==> config.mk <==
export PLATFORM = sky130hd
export DESIGN_NAME = uart_fifo_status
export DESIGN_NICKNAME = d
export VERILOG_FILES = /design/src/rtl/ufs_pkg.sv /design/src/rtl/ufs_byte_fifo.sv /design/src/rtl/ufs_rx_status.sv /design/src/rtl/uart_fifo_status.sv
export SDC_FILE = /design/constraint.sdc
export NUM_CORES = 1
export LEC_CHECK = 0
export CORE_ASPECT_RATIO = 1.75
export CORE_MARGIN = 5
export CORE_UTILIZATION = 55
export CTS_CLUSTER_DIAMETER = 30
export DETAILED_ROUTE_END_ITERATION = 7
export PLACE_DENSITY = 0.88
export SETUP_SLACK_MARGIN = 0.3
export SLEW_MARGIN = 10
export SYNTH_ARGS = -nofsm -noshare
export SYNTH_HDL_FRONTEND = slang
export SYNTH_HIERARCHICAL = 1
export SYNTH_SLANG_ARGS = --single-unit
export TNS_END_PERCENT = 10
==> constraint.sdc <==
create_clock -name clk -period 3.8 [get_ports clk]
set_input_delay 1.14 -clock clk [delete_from_list [all_inputs] [get_ports clk]]
set_output_delay 1.14 -clock clk [all_outputs]
set_load 0.05 [all_outputs]
==> src/rtl/ufs_pkg.sv <==
package ufs_pkg;
    localparam int DATA_W = 8;
    localparam int FLAG_W = 3;
    localparam int ENTRY_W = DATA_W + FLAG_W;

    typedef struct packed {
        logic brk;
        logic ferr;
        logic perr;
    } rx_flags_t;

    function automatic int unsigned trigger_bytes(input logic [1:0] sel);
        case (sel)
            2'b00:   return 1;
            2'b01:   return 4;
            2'b10:   return 8;
            default: return 14;
        endcase
    endfunction
endpackage

==> src/rtl/ufs_byte_fifo.sv <==
module ufs_byte_fifo #(
    parameter int W = 8,
    parameter int DEPTH = 16,
    localparam int AW = (DEPTH > 1) ? $clog2(DEPTH) : 1,
    localparam int CW = $clog2(DEPTH + 1)
) (
    input  logic          clk,
    input  logic          rst_n,
    input  logic          flush,
    input  logic          cap_one,
    input  logic          push,
    input  logic [W-1:0]  wdata,
    input  logic          pop,
    output logic [W-1:0]  rdata,
    output logic [CW-1:0] count,
    output logic          empty,
    output logic          push_ok,
    output logic          pop_ok
);
    typedef struct packed {
        logic [AW-1:0] rd;
        logic [AW-1:0] wr;
        logic [CW-1:0] cnt;
    } fifo_st_t;

    fifo_st_t st_d, st_q;
    logic [W-1:0] mem [DEPTH];
    logic full;

    function automatic logic [AW-1:0] ptr_next(input logic [AW-1:0] p);
        return (p == AW'(DEPTH - 1)) ? '0 : p + AW'(1);
    endfunction

    always_comb begin
        empty   = (st_q.cnt == '0);
        full    = cap_one ? !empty : (st_q.cnt == CW'(DEPTH));
        pop_ok  = pop && !empty && !flush;
        push_ok = push && !flush && (!full || pop_ok);
        st_d    = st_q;
        if (flush) begin
            st_d = '0;
        end else begin
            if (push_ok) st_d.wr = ptr_next(st_q.wr);
            if (pop_ok)  st_d.rd = ptr_next(st_q.rd);
            case ({push_ok, pop_ok})
                2'b10:   st_d.cnt = st_q.cnt + CW'(1);
                2'b01:   st_d.cnt = st_q.cnt - CW'(1);
                default: st_d.cnt = st_q.cnt;
            endcase
        end
    end

    always_ff @(posedge clk or negedge rst_n) begin
        if (!rst_n) st_q <= '0;
        else        st_q <= st_d;
    end

    always_ff @(posedge clk) begin
        if (push_ok) mem[st_q.wr] <= wdata;
    end

    assign rdata = mem[st_q.rd];
    assign count = st_q.cnt;
endmodule

==> src/rtl/ufs_rx_status.sv <==
module ufs_rx_status #(
    parameter int DEPTH = 16,
    localparam int CW = $clog2(DEPTH + 1)
) (
    input  logic          clk,
    input  logic          rst_n,
    input  logic          flush,
    input  logic          push_ok,
    input  logic          push_err,
    input  logic          pop_ok,
    input  logic          pop_err,
    input  logic          drop_evt,
    input  logic          lsr_rd,
    input  logic [CW-1:0] level,
    input  logic [CW-1:0] trigger,
    input  logic          irq_en,
    output logic          rx_irq,
    output logic          overrun,
    output logic          err_any
);
    typedef struct packed {
        logic [CW-1:0] ecnt;
        logic          ovr;
    } stat_t;

    stat_t st_d, st_q;

    always_comb begin
        st_d = st_q;
        if (flush) begin
            st_d.ecnt = '0;
        end else begin
            case ({push_ok && push_err, pop_ok && pop_err})
                2'b10:   st_d.ecnt = st_q.ecnt + CW'(1);
                2'b01:   st_d.ecnt = st_q.ecnt - CW'(1);
                default: st_d.ecnt = st_q.ecnt;
            endcase
        end
        if (drop_evt)    st_d.ovr = 1'b1;
        else if (lsr_rd) st_d.ovr = 1'b0;
    end

    always_ff @(posedge clk or negedge rst_n) begin
        if (!rst_n) st_q <= '0;
        else        st_q <= st_d;
    end

    assign rx_irq  = irq_en && (level != '0) && (level >= trigger);
    assign overrun = st_q.ovr;
    assign err_any = (st_q.ecnt != '0);
endmodule

==> src/rtl/uart_fifo_status.sv <==
module uart_fifo_status
    import ufs_pkg::*;
#(
    parameter int DEPTH = 16,
    localparam int CW = $clog2(DEPTH + 1)
) (
    input  logic       clk,
    input  logic       rst_n,
    input  logic       ctrl_we,
    input  logic [7:0] ctrl_wdata,
    input  logic       ier_we,
    input  logic [3:0] ier_wdata,
    input  logic       rx_char_valid,
    input  logic [7:0] rx_char_data,
    input  logic       rx_char_perr,
    input  logic       rx_char_ferr,
    input  logic       rx_char_brk,
    input  logic       rhr_rd,
    output logic [7:0] rhr_data,
    input  logic       thr_we,
    input  logic [7:0] thr_wdata,
    input  logic       tsr_ready,
    input  logic       tsr_idle,
    output logic       tx_load,
    output logic [7:0] tx_data,
    input  logic       lsr_rd,
    output logic       rx_irq,
    output logic       isr_rx_trig,
    output logic [7:0] lsr
);
    typedef struct packed {
        logic       en;
        logic [1:0] tsel;
        logic [3:0] ier;
    } ctl_t;

    ctl_t ctl_d, ctl_q;
    logic rx_flush, tx_flush, en_change;
    logic [CW-1:0] trigger;

    always_comb begin
        ctl_d     = ctl_q;
        en_change = ctrl_we && (ctrl_wdata[0] != ctl_q.en);
        rx_flush  = ctrl_we && (ctrl_wdata[1] || en_change);
        tx_flush  = ctrl_we && (ctrl_wdata[2] || en_change);
        if (ctrl_we) begin
            ctl_d.en   = ctrl_wdata[0];
            ctl_d.tsel = ctrl_wdata[7:6];
        end
        if (ier_we) ctl_d.ier = ier_wdata;
        trigger = ctl_q.en ? CW'(trigger_bytes(ctl_q.tsel)) : CW'(1);
    end

    always_ff @(posedge clk or negedge rst_n) begin
        if (!rst_n) ctl_q <= '0;
        else        ctl_q <= ctl_d;
    end

    rx_flags_t in_flags, head_flags;
    logic [ENTRY_W-1:0] rx_head;
    logic [CW-1:0] rx_level, tx_level;
    logic rx_empty, rx_push_ok, rx_pop_ok;
    logic tx_empty, tx_push_ok, tx_pop_ok;
    logic overrun, err_any, irq_int;

    assign in_flags = '{brk: rx_char_brk, ferr: rx_char_ferr, perr: rx_char_perr};

    ufs_byte_fifo #(.W(ENTRY_W), .DEPTH(DEPTH)) u_rx_fifo (
        .clk(clk), .rst_n(rst_n), .flush(rx_flush), .cap_one(!ctl_q.en),
        .push(rx_char_valid), .wdata({in_flags, rx_char_data}), .pop(rhr_rd),
        .rdata(rx_head), .count(rx_level), .empty(rx_empty),
        .push_ok(rx_push_ok), .pop_ok(rx_pop_ok)
    );

    ufs_byte_fifo #(.W(DATA_W), .DEPTH(DEPTH)) u_tx_fifo (
        .clk(clk), .rst_n(rst_n), .flush(tx_flush), .cap_one(!ctl_q.en),
        .push(thr_we), .wdata(thr_wdata), .pop(tx_load),
        .rdata(tx_data), .count(tx_level), .empty(tx_empty),
        .push_ok(tx_push_ok), .pop_ok(tx_pop_ok)
    );

    assign head_flags = rx_empty ? '0 : rx_flags_t'(rx_head[ENTRY_W-1:DATA_W]);

    ufs_rx_status #(.DEPTH(DEPTH)) u_rx_status (
        .clk(clk), .rst_n(rst_n), .flush(rx_flush),
        .push_ok(rx_push_ok), .push_err(|in_flags),
        .pop_ok(rx_pop_ok), .pop_err(|head_flags),
        .drop_evt(rx_char_valid && !rx_push_ok && !rx_flush),
        .lsr_rd(lsr_rd), .level(rx_level), .trigger(trigger),
        .irq_en(ctl_q.ier[0]), .rx_irq(irq_int),
        .overrun(overrun), .err_any(err_any)
    );

    assign tx_load     = tsr_ready && !tx_empty;
    assign rhr_data    = rx_head[DATA_W-1:0];
    assign rx_irq      = irq_int;
    assign isr_rx_trig = irq_int;
    assign lsr = {err_any, tx_empty && tsr_idle, tx_empty,
                  head_flags.brk, head_flags.ferr, head_flags.perr,
                  overrun, !rx_empty};
endmodule

# Word level (Yosys, flattened, before mapping)
# Memory sizes are Yosys's and may differ from the RTL's.
# Index checks and enable logic that the tools add are counted.
dict set report word_totals {
  output_inout_bits 27
  memories 2
  ramBits 304
  register_bits 36
  elab_cells 109
}
# name depth word_bits rd rd_ports_with_merged_regs wr line
set memory_table {}
lappend memory_table {u_rx_fifo.mem 16 11 1 0 1 ufs_byte_fifo.sv:27} ;# logic [W-1:0] mem [DEPTH];
lappend memory_table {u_tx_fifo.mem 16 8 1 0 1 ufs_byte_fifo.sv:27}
dict set report classes {
  n_reduce_logical 45
  addsub 10
  eq_ne 15
  magnitude_cmp 1
  n_mux 25
}
# op count
set op_table {}
lappend op_table {{$mux W4} 8}
lappend op_table {{$pmux W5 S2} 3}
lappend op_table {{$mux W13} 2}
lappend op_table {{$logic_and A1 B1 Y1} 19}
lappend op_table {{$add A4 B1 Y4 const B} 4}
lappend op_table {{$eq A4 B4 Y1 const B} 4}
lappend op_table {{$add A5 B1 Y5 const B} 3}
lappend op_table {{$sub A5 B1 Y5 const B} 3}
lappend op_table {{$pmux W4 S3} 1}
lappend op_table {{$eq A5 B5 Y1 const B} 2}
lappend op_table {{$logic_not A5 Y1} 2}
lappend op_table {{$mux W5} 2}
lappend op_table {{$reduce_bool A2 Y1} 5}
lappend op_table {{$reduce_bool A5 Y1} 2}
lappend op_table {{$reduce_bool A3 Y1} 3}
lappend op_table {{$eq A2 B1 Y1 const B} 4}
lappend op_table {{$eq A2 B2 Y1 const B} 4}
lappend op_table {{$mux W1} 8}
lappend op_table {{$logic_not A1 Y1} 7}
lappend op_table {{$reduce_or A3 Y1} 2}
lappend op_table {{$ge A5 B5 Y1} 1}
lappend op_table {{$logic_or A1 B1 Y1} 4}
lappend op_table {{$mux W3} 1}
lappend op_table {{$logic_not A2 Y1} 1}
lappend op_table {{$ne A1 B1 Y1} 1}

# Longest topological paths before layout
# Gate-level depths: netlist (run 1).
dict set report logic_depth {
  word_depth 12
  depth_mapped 16
}

# Cells and area by module
# Netlist (run 1), hierarchy kept.
# module area_each_um2 cells_each instances
set modules_own_cells {}
lappend modules_own_cells {{ufs_byte_fifo at u_rx_fifo} 7823.8 444 1}
lappend modules_own_cells {{ufs_byte_fifo at u_tx_fifo} 6035.8 359 1}
lappend modules_own_cells {ufs_rx_status 575.6 67 1}
lappend modules_own_cells {uart_fifo_status 302.8 34 1}

# Least setup slack after synthesis (run 1)
# OpenSTA, ideal clock, no wires.
dict set report synth_timing {
  path_type {input -> register}
  start {in tsr_ready}
  end {reg u_tx_fifo.st_q (netlist bit u_tx_fifo/count[4])}
  setup_ps 82
  path_slack_ps -514
  cell_stages 9
  n_path_buf 1
  arrival_time_ps 4232
  cell_sequence {nor2b_1 > clkbuf_1 > o21ai_1 > nor3_1 > ha_1 > and2_1 > or3_1 > or4_1 > a31oi_1}
}
dict set report synth_via {
  elab_chain_len 8
}
# item line
set synth_lines {}
lappend synth_lines {{from (decl)} uart_fifo_status.sv:22} ;# input logic tsr_ready,
lappend synth_lines {{$logic_and A1 B1 Y1 *} uart_fifo_status.sv:94} ;# assign tx_load = tsr_ready && !tx_empty;
lappend synth_lines {{$logic_and A1 B1 Y1 * (2 in series)} ufs_byte_fifo.sv:37} ;# pop_ok = pop && !empty && !flush;
lappend synth_lines {{$logic_or A1 B1 Y1} ufs_byte_fifo.sv:38} ;# push_ok = push && !flush && (!full || pop_ok);
lappend synth_lines {{$logic_and A1 B1 Y1} ufs_byte_fifo.sv:38}
lappend synth_lines {{$eq A2 B1 Y1 / $eq A2 B2 Y1 (equally long branches)} ufs_byte_fifo.sv:45} ;# case ({push_ok, pop_ok})
lappend synth_lines {{$pmux W5 S2} ufs_byte_fifo.sv:45}
lappend synth_lines {{$mux W13} ufs_byte_fifo.sv:40} ;# if (flush) begin
lappend synth_lines {{to (signal assigned)} ufs_byte_fifo.sv:55} ;# else st_q <= st_d;
lappend synth_lines {{to (decl)} ufs_byte_fifo.sv:26} ;# fifo_st_t st_d, st_q;
# Every way passes the cells marked *; elsewhere a longest branch is shown, timed or not.
# A chain may end at the register's enable or synchronous reset.

# Worst setup path in the final report (run 1)
dict set report layout_timing {
  start {reg u_rx_fifo/st_q[9] in the netlist's numbering}
  end {out rhr_data[2]}
}
dict set report layout_via {
  elab_chain_len 1
}
# item line
set layout_lines {}
lappend layout_lines {{from (decl)} ufs_byte_fifo.sv:26}
lappend layout_lines {{from (signal assigned)} ufs_byte_fifo.sv:55}
lappend layout_lines {{$mem_v2 Z16 W11} n/a}
lappend layout_lines {{to (decl)} uart_fifo_status.sv:19} ;# output logic [7:0] rhr_data,
# No other way between the ends.

==> impl_results.md, run 1 <==
* Pint at 7.932 mW
* Area of the multi-input gates at 4568 um2
* Mapped Area at 14700 um2
* Drt wl/cell at 23.23 um
* Register area at 10040 um2
* Power Density at 673.2 nW/um2
* Relative slew slack at 0.3985
* Syn nets at 964
* Clock group share of total power at 0.293
* R2r setup slk at 260 ps
* Max-slew violation count at 0
* I/O Buffers at 61
* CTS max path bufs at 3
* Worst Hold Class: flop to flop
* Required time of the critical path at 2660 ps
* Pre-Repair DR Iteration Count at 7
* Final Critical Period at 3575 ps
* Placed Cells at 1278
* Antenna-violating nets left at 0
* Final setup vio count at 0
* Core area at 26490 um2
* Final #Nets at 1071
* Fill cell count at 1740
* CTS tree: yes
* Hpwl dp at 20400 um
* Drt total wl at 31510 um
* Critical Path Fanout Max at 9
* Peak Freq at 279.7 MHz
* CTS HTree Levels at 2
* Fin cells at 1356
* Num CTS Buffers at 36
* Total Routing Usage GR at 0.2083
* RSZ-0062 raised after global routing: yes
* Met3 wire length at 1327 um
* Max-cap violations at 0
* Vias in the first global route at 8790
* Die ar. at 30220 um2
* Synth Warn # at 6
* Drt drc at 0
* Hold Slack at 491.1 ps
* Via count at 8360
* Pre-CTS WS at -80.17 ps
* Final Hold Fails at 0
* Run status: finished clean
* Total design power at 11.78 mW
* Max Used Layer: met4
* Reg power frac at 0.380
* Sw power at 3.847 mW
* Global route overflow at 0
* Routability-driven placement congestion ratio at 0.8730
* DP Area at 15830 um2
* Fin Setup TNS at 0 ps
* Die span in y at 226.2 um
* Maximum number of pins on one net before global-route repair at 37
* CTS clock-pin slew for the worst setup and hold paths at 60 ps
* # IOs at 68
* Starting DRT DRC Count at 601
* First-pass GRT wire length at 47950 um
* Startpoint types: flop
* Initial antenna violation count at 0
* Clk sinks at 340
* Chip width at 133.6 um
* WP data arrival at 2440 ps
* Syn Area/Cell at 16.37 um2
* Final std cell area, no fill at 17500 um2
* Worst slew pin tran at 902.2 ps
* Final worst setup slack at 224.6 ps
* ANT cells at 0
* Crit Path Category: flop to output pin
* Syn Inst Count at 898
* Row Count at 79
* Routed metal-1 wirelength at 10760 um
* Vias/cell at 6.165
* VDD IR max at 0.4610 mV
* Root Driver: clkbuf_16
* Sw Ratio at 0.3266
* Clock skew at 33.37 ps
* Starting Density at 0.5548
* Logic pwr share at 0.327
* Area Overhead vs Synth at 19.05%
* Worst-skew pair later-pin latency at 540 ps
* Static leakage at 6.237 nW
* CP endpoint kind: output pin
* Ratio of cells with drive above 1 in the final layout at 0.2529
* Final core occ at 0.6605
* Met2 wire length at 18120 um
* Cts hold-fix bufs at 0
* Tcrit/Tclk final at 0.9409
[power by group through the flow]
stage                     registers (mW)  logic [mW]  clock network, mW
after global routing                4.50        4.11               3.66
final                               4.48        3.86               3.45
after global placement              4.59        3.36                  0
after floorplan                     4.45        2.72                  0
after CTS                           4.48        3.61               3.50
after detailed placement            4.61        3.45                  0
[registers in the layout, summed over array words and instances, names as in the netlist]
register and cells:
u_rx_fifo/st_q 8, u_tx_fifo/count 5, u_tx_fifo/mem 128, u_tx_fifo/st_q 8
u_rx_status/st_q 5, u_rx_fifo/mem 176, u_rx_fifo/count 5, u_rx_status/overrun 1
ctl_q 4
[cell usage in the layout, fill, tap and decap left out, types with 6 or more instances in the layout]
| cell | instances |
|---|---|
| clkdlybuf4s50_1 | 35 |
| mux4_2 | 38 |
| clkbuf_1 | 7 |
| buf_6 | 10 |
| dfrtp_1 | 33 |
| nor2b_1 | 11 |
| ha_1 | 22 |
| a22oi_1 | 15 |
| inv_1 | 22 |
| buf_4 | 62 |
| inv_6 | 8 |
| nand3_1 | 7 |
| a221oi_2 | 17 |
| and3_2 | 8 |
| a21oi_1 | 13 |
| mux2_2 | 7 |
| and2_1 | 7 |
| mux2i_1 | 85 |
| buf_12 | 6 |
| a221oi_1 | 17 |
| o21ai_0 | 20 |
| clkbuf_16 | 39 |
| and3_1 | 27 |
| o211ai_1 | 10 |
| nand2_1 | 35 |
| edfxtp_1 | 304 |
| nor2_1 | 25 |
[final cells by class]
type	instances	share of cell area
inverters	23	0.004934
repair buffers	125	0.06936
flip-flops and latches	340	0.5737
well taps	324	0.02317
clock buffers	44	0.05378
multi-input cells	479	0.2611
clock inverters	21	0.01394
[worst max-delay path, stage by stage, from the launching register on]
cell and delay [ps]:
dfrtp_4 500, buf_8 160, buf_4 150, buf_12 140
mux4_2 420, a22oi_1 220, nand2_1 100, buf_4 200
[worst paths after layout]
kind,from,endpoint,cells after the start
setup / recovery,u_rx_fifo/st_q[9],rhr_data[2],7
hold / removal,u_rx_status/overrun,u_rx_status/overrun,1
setup reg to reg,u_rx_fifo/st_q[9],u_rx_status/st_q[5],14
hold reg to reg,u_rx_status/overrun,u_rx_status/overrun,1
max in group asynchronous,rst_n,u_tx_fifo/st_q[9],1
min in group asynchronous,rst_n,u_rx_status/st_q[4],1
[metal layers]
layer	track usage	vias up
met2	0.4081	261
met3	0.03076	93
met5	0	-
met4	0.09797	0
li1	-	3810
met1	0.2144	4196
[repair_timing]
action / in CTS / in global routing
gates cloned: 0 / 4
setup endpoints to repair: 27 / 28
hold endpoints to repair: 0 / 0
setup buffers: 6 / 3
pin swaps: 3 / 7
gates resized for setup: 36 / 49
Power figures use the tool's default switching activity.
==> run 2, diff against run 1 <==
--- a/config.mk
+++ b/config.mk
@@ -8,9 +8,8 @@
 export CORE_ASPECT_RATIO = 1.75
 export CORE_MARGIN = 5
 export CORE_UTILIZATION = 55
-export CTS_CLUSTER_DIAMETER = 30
 export DETAILED_ROUTE_END_ITERATION = 7
-export PLACE_DENSITY = 0.88
+export PLACE_DENSITY = 0.85
 export SETUP_SLACK_MARGIN = 0.3
 export SLEW_MARGIN = 10
 export SYNTH_ARGS = -nofsm -noshare
==> constraint.sdc (replaced) <==
create_clock -name clk -period 4.12 [get_ports clk]
set_input_delay 0.412 -clock clk [delete_from_list [all_inputs] [get_ports clk]]
set_output_delay 0.412 -clock clk [all_outputs]
set_load 0.05 [all_outputs]
==> impl_results.md, run 2 (synthesis results as in run 1) <==
* Num CTS Buffers at 29 (-19%)
* Relative slew slack at 0.4396 (+0.04109)
* Static leakage at 5.727 nW (-8.2%)
* Reg-to-Reg Start: u_rx_fifo/st_q[9]
* I/O Buffers at 61 (unchanged)
* CP max stage delay at 810 ps (+310 ps)
* Fill cell count at 1871 (+7.5%)
* Final #Nets at 1019 (-4.9%)
* Drt wl/cell at 22.12 um (-4.8%)
* Final Hold Fails at 0 (unchanged)
* CTS tree: yes
* Chip width at 133.6 um (unchanged)
* Commonest non-fill, non-tap cell in the layout: edfxtp_1
* Worst slew pin tran at 840.6 ps (-61.63 ps)
* CTS max path bufs at 3 (unchanged)
* Pint at 6.665 mW (-16%)
* VDD IR max at 0.4068 mV (-12%)
* First-pass GRT wire length at 45350 um (-5.4%)
* RSZ-0062 raised after global routing: yes
* Biggest register: u_rx_fifo/mem
* CTS clock-pin slew for the worst setup and hold paths at 70 ps (about the same)
* Fin cells at 1296 (-4.4%)
* Largest regs: u_rx_fifo/mem (176), u_tx_fifo/mem (128)
* CP endpoint kind: output pin
* Hpwl dp at 19140 um (-6.1%)
* WP data arrival at 3220 ps (+780 ps)
* Critical R2R Capture: u_rx_status/st_q[5]
* Die span in y at 226.2 um (unchanged)
* Root Driver: clkbuf_16
* Vias in the first global route at 8347 (-5.0%)
* Pre-Repair DR Iteration Count at 5 (-2)
* Clock skew at 18.25 ps (-15.12 ps)
* Tcrit/Tclk final at 0.8805
* Drt total wl at 28660 um (-9.0%)
* Sw Ratio at 0.3238 (-0.002789)
* Cells along the critical path: and2_1 > a221oi_1 > o21ai_0 > nand2_1 > clkdlybuf4s50_1
* Max FFs per register at 176 (unchanged)
* Die ar. at 30220 um2 (unchanged)
* Core area at 26490 um2 (unchanged)
* Critical path buffers and inverters at 1 (-3)
* Power Density at 597.0 nW/um2 (-11%)
* Fin Setup TNS at 0 ps (unchanged)
* Placed Cells at 1244 (-2.7%)
* Crit Path Category: flop to output pin
* Starting DRT DRC Count at 564 (-6.2%)
* Via count at 7984 (-4.5%)
* Hold Path End: u_rx_status/overrun
* Final setup vio count at 0 (unchanged)
* Run status: finished clean
* R2R cell count at 13 (-1)
* Reg power frac at 0.424 (+0.044)
* Logic pwr share at 0.310 (-0.017)
* Global route overflow at 0 (unchanged)
* CTS HTree Levels at 1 (-1)
* Critical Path Fanout Max at 16 (+7)
* Final core occ at 0.6233 (-0.03722)
* Area Overhead vs Synth at 12.34%
* Startpoint types: flop
* Row Count at 79 (unchanged)
* Clk sinks at 340 (unchanged)
* Routability-driven placement congestion ratio at 0.8065 (-7.6%)
* Required time of the critical path at 3710 ps (+1050 ps)
* Maximum number of pins on one net before global-route repair at 38 (+2.7%)
* Most frequent cells in the layout: edfxtp_1, mux2i_1, clkdlybuf4s50_1
* Peak Freq at 275.7 MHz
* ANT cells at 0 (unchanged)
* CP top delay family: buffers and inverters
* Hold path cells at 3 (+2)
* Max-slew violation count at 0 (unchanged)
* Worst Hold Class: input pin to flop
* # IOs at 68 (unchanged)
* Pre-CTS WS at 409.0 ps (+489.2 ps)
* Final worst setup slack at 492.4 ps (+267.8 ps)
* R2r setup slk at 520 ps (+260 ps)
* Antenna-violating nets left at 0 (unchanged)
* Initial antenna violation count at 0 (unchanged)
* Sw power at 3.192 mW (-17%)
* Vias/cell at 6.160 (about the same)
* Start point of the worst hold path: lsr_rd
* Starting Density at 0.5548 (unchanged)
* Slowest cell on the critical path: clkdlybuf4s50_1
* Clock group share of total power at 0.266 (-0.027)
* Drt drc at 0 (unchanged)
* Max-cap violations at 0 (unchanged)
* Worst-skew pair later-pin latency at 570 ps (+30 ps)
* Total Routing Usage GR at 0.1909 (-0.01741)
* Final Critical Period at 3628 ps
* Ratio of cells with drive above 1 in the final layout at 0.1389 (-0.1140)
## run 2: worst max path at each step
stage	startpoint	cells past startpoint	slack [ps]	to
2_1_floorplan	u_rx_fifo/st_q[9]	15	410	u_rx_status/st_q[5]
3_3_place_gp	u_rx_fifo/st_q[9]	14	470	u_rx_status/st_q[5]
3_5_place_dp	u_rx_fifo/st_q[9]	14	410	u_rx_status/st_q[5]
4_1_cts	u_rx_fifo/st_q[9]	6	330	rhr_data[5]
5_1_grt	u_tx_fifo/st_q[9]	6	290	tx_data[4]
6_report	u_tx_fifo/st_q[11]	5	490	tx_data[3]
## run 2: area by class of cell
class,count,area (um2),area share
timing repair buffer,80,779.5,0.04721
clock inverter,17,157.7,0.009548
sequential,340,10040,0.6079
clock buffer,33,740.7,0.04486
inverter,23,86.33,0.005229
multi-input combinational,479,4304,0.2607
tap,324,405.4,0.02455
## run 2: power groups by stage
stage / clock [mW] / sequential (mW) / combinational [mW]
floorplan: 0 / 4.10 / 2.47
global placement: 0 / 4.25 / 2.96
detailed placement: 0 / 4.26 / 3.03
CTS: 2.68 / 4.19 / 3.05
global route: 2.81 / 4.21 / 3.28
finish: 2.62 / 4.18 / 3.06
## run 2: per-layer routing
metal | track usage | part of all wire | vias up
met2 | 0.3707 | 0.57 | 204
met5 | 0 | 0 | -
met1 | 0.2139 | 0.36 | 4033
li1 | - | - | 3691
met4 | 0.06875 | 0.029 | 0
met3 | 0.02185 | 0.037 | 56
## run 2: what timing repair did
| action | in CTS | in global routing |
|---|---|---|
| hold buffers | 1 | 0 |
| pin swaps | 0 | 0 |
| buffers inserted | 0 | 1 |
| endpoints found under the hold margin | 36 | 0 |
| gates resized for setup | 3 | 6 |
| endpoints found under the setup margin | 8 | 15 |
## run 2: stage by stage
stage / hold slack (ps) / power, mW / area [um2]
floorplan: 116.4 / 6.574 / 14700
global placement: 461.5 / 7.211 / 15560
detailed placement: 495.4 / 7.296 / 15560
CTS: 414.3 / 9.923 / 16480
global route: 433.5 / 10.30 / 16510
finish: 439.0 / 9.856 / 16510
## run 2: worst reg2reg max path, delay by kind of cell, from the launching register on
kind | cells | cell delay, ps
adder cells (fa/ha/maj) | 1 | 230
XOR/XNOR | 1 | 80
multiplexers | 2 | 890
AO/OA/AOI/OAI | 3 | 690
buffers and inverters | 1 | 240
flip-flops | 1 | 610
AND/OR/NAND/NOR | 5 | 730
==> run 3, diff against run 2 <==
--- a/config.mk
+++ b/config.mk
@@ -7,9 +7,10 @@
 export LEC_CHECK = 0
 export CORE_ASPECT_RATIO = 1.75
 export CORE_MARGIN = 5
-export CORE_UTILIZATION = 55
+export CORE_UTILIZATION = 40
 export DETAILED_ROUTE_END_ITERATION = 7
-export PLACE_DENSITY = 0.85
+export GPL_TIMING_DRIVEN = 0
+export PLACE_DENSITY = 0.68
 export SETUP_SLACK_MARGIN = 0.3
 export SLEW_MARGIN = 10
 export SYNTH_ARGS = -nofsm -noshare
==> impl_results.md, run 3 (synthesis results as in run 1) <==
* RSZ-0062 raised after global routing: yes
* End of the critical path: u_rx_status/st_q[5]
* Final Hold Fails at 0 (unchanged)
* Slowest cell on the critical path: or4_4
* Total design power at 10.25 mW (+4.0%)
* CTS HTree Levels at 1 (unchanged)
* R2r setup slk at 390 ps (-130 ps)
* Clk sinks at 340 (unchanged)
* Worst slew pin tran at 744.4 ps (-96.17 ps)
* Drt wl/cell at 21.36 um (-3.4%)
* Critical R2R Capture: u_rx_status/st_q[5]
* Routability-driven placement congestion ratio at 0.7936 (-1.6%)
* Relative slew slack at 0.5007 (+0.06112)
* Vias in the first global route at 8553 (+2.5%)
* Clock skew at 11.69 ps (-6.561 ps)
* Initial antenna violation count at 1 (+1)
* Final setup vio count at 0 (unchanged)
* Die ar. at 40830 um2 (+35%)
* Max FFs per register at 176 (unchanged)
* Critical path depth at 12 (+7)
* Ratio of cells with drive above 1 in the final layout at 0.1658 (+0.02696)
* Drt total wl at 31800 um (+11%)
* Fin Setup TNS at 0 ps (unchanged)
* Peak Freq at 268.1 MHz (-2.7%)
* CP top delay family: simple AND/OR/NAND/NOR gates
* Pre-Repair DR Iteration Count at 6 (+1)
* Final #Nets at 1057 (+3.7%)
* Crit Path Category: flop to flop
* Vias/cell at 5.506 (-11%)
* Logic pwr share at 0.336 (+0.026)
* Routed metal-1 wirelength at 10670 um (+2.5%)
* Biggest register: u_rx_fifo/mem
* Startpoint types: flop
* I/O Buffers at 60 (-1.6%)
* CTS clock-pin slew for the worst setup and hold paths at 70 ps (about the same)
* Hpwl dp at 23230 um (+21%)
* Most frequent cells in the layout: edfxtp_1, mux2i_1, clkdlybuf4s50_1
* Run status: finished clean
* VDD IR max at 0.3895 mV (-4.3%)
* # IOs at 68 (unchanged)
* Register area at 10030 um2 (about the same)
* WP data arrival at 4180 ps (+960 ps)
* Reg power frac at 0.397 (-0.027)
* Worst Setup SP: u_rx_fifo/count[1]
* Maximum number of pins on one net before global-route repair at 20 (-47%)
* Num CTS Buffers at 29 (unchanged)
* Max-slew violation count at 0 (unchanged)
* Chip width at 154.9 um (+16%)
* Sw power at 3.348 mW (+4.9%)
* Global route overflow at 0 (unchanged)
* Root Driver: clkbuf_16
* Starting DRT DRC Count at 537 (-4.8%)
* Clock group share of total power at 0.267 (about the same)
* Pint at 6.903 mW (+3.6%)
* Largest regs: u_rx_fifo/mem (176), u_tx_fifo/mem (128)
* CP max stage delay at 560 ps (-250 ps)
* Worst-skew pair later-pin latency at 560 ps (about the same)
* Row Count at 93 (+18%)
* First-pass GRT wire length at 49300 um (+8.7%)
* Required time of the critical path at 4570 ps (+860 ps)
* Worst Hold Class: input pin to asynchronous set/reset pin
* Power Density at 601.8 nW/um2 (+0.81%)
* Fill cell count at 3146 (+68%)
* Critical path buffers and inverters at 2 (+1)
* Max-cap violations at 0 (unchanged)
* Core area at 36540 um2 (+38%)
* Die span in y at 263.6 um (+16%)
* Via count at 8199 (+2.7%)
* Reg-to-Reg Start: u_rx_fifo/count[1]
* Max Used Layer: met4
* Pre-CTS WS at -480.2 ps (-889.2 ps)
* Critical Path Fanout Max at 13 (-3)
* CTS max path bufs at 3 (unchanged)
* Tcrit/Tclk final at 0.9053 (+0.02480)
* Final core occ at 0.4662 (-0.1571)
* Hold Slack at 365.8 ps (-73.22 ps)
* Commonest non-fill, non-tap cell in the layout: edfxtp_1
* R2R cell count at 12 (-1)
* Antenna-violating nets left at 0 (unchanged)
* Post-CTS Repair Setup Buffers at 0 (unchanged)
* CP endpoint kind: flop
* Met2 wire length at 19410 um (+19%)
* Starting Density at 0.4022 (-0.1526)
* CTS tree: yes
* Total Routing Usage GR at 0.1545 (-0.03642)
* Cells along the critical path: or4_4 > buf_6 > mux2_4 > a211oi_4 > buf_6 > nand2_1 > nand2_1 > xnor2_1 > ha_1 > o31a_1 > o32ai_1 > mux2_1
* Sw Ratio at 0.3266 (+0.002777)
* Drt drc at 0 (unchanged)
* Met3 wire length at 1001 um (-5.3%)
* Area Overhead vs Synth at 15.90%
* Final worst setup slack at 390.3 ps (-102.2 ps)
* Area of the multi-input gates at 4365 um2 (+1.4%)
* Static leakage at 5.904 nW (+3.1%)
* Final Critical Period at 3730 ps (+102.2 ps)
==> run 3: cell count changes in the layout (fill, tap and decap cells not counted), moves of 2 or more <==
cell      previous run  this run
clkbuf_4             0         9
buf_4               14        12
clkbuf_2             0         5
buf_2                1         7
buf_6                2         7
nor3_1               6         4
dfrtp_4              2         0
a221oi_2             2         5
dfrtp_1             34        36
a221oi_1            36        32
clkbuf_1             4        19
==> run 3: worst min-delay path by stage <==
stage / endpoint / slack (ps) / cells after the start
2_1_floorplan: ctl_q[0] / 120 / 0
3_3_place_gp: u_rx_status/overrun / 460 / 1
3_5_place_dp: u_tx_fifo/count[0] / 420 / 1
4_1_cts: u_tx_fifo/count[0] / 360 / 2
5_1_grt: u_tx_fifo/count[0] / 380 / 2
6_report: u_tx_fifo/count[0] / 370 / 2
==> run 3: per-layer routing <==
metal	vias up	track usage
met1	4200	0.1506
met2	178	0.3262
met4	0	0.04491
li1	3773	-
met5	-	0
met3	48	0.01678
==> run 3: timing repair <==
| action | in CTS | in global routing |
|---|---|---|
| hold buffers | 1 | 0 |
| pin swaps | 0 | 1 |
| endpoints found under the hold margin | 18 | 0 |
| setup endpoints to repair | 24 | 21 |
| resized for setup | 29 | 46 |
==> run 3: area by class of cell <==
class	count	area share
Clock inverter	19	0.01153
Buffer	56	0.02182
Inverter	23	0.005068
Timing Repair Buffer	62	0.03717
Multi-Input combinational cell	479	0.2563
Antenna cell	1	0.0001469
Clock buffer	34	0.04429
Tap cell	475	0.03489
Sequential cell	340	0.5888
==> run 3: per-stage QoR <==
step	std cells	instance area [um2]
CTS	1488	16920
floorplan	898	14700
global placement	1433	15890
detailed placement	1434	15920
finish	1489	17030
global route	1489	17030
==> run 3: power groups by stage <==
stage	sequential (mW)	clock, mW	combinational (mW)
after floorplan	4.10	0	2.47
after global placement	4.14	0	3.34
after detailed placement	4.14	0	3.39
after CTS	4.07	2.81	3.42
after global routing	4.09	2.94	3.69
final	4.07	2.73	3.45
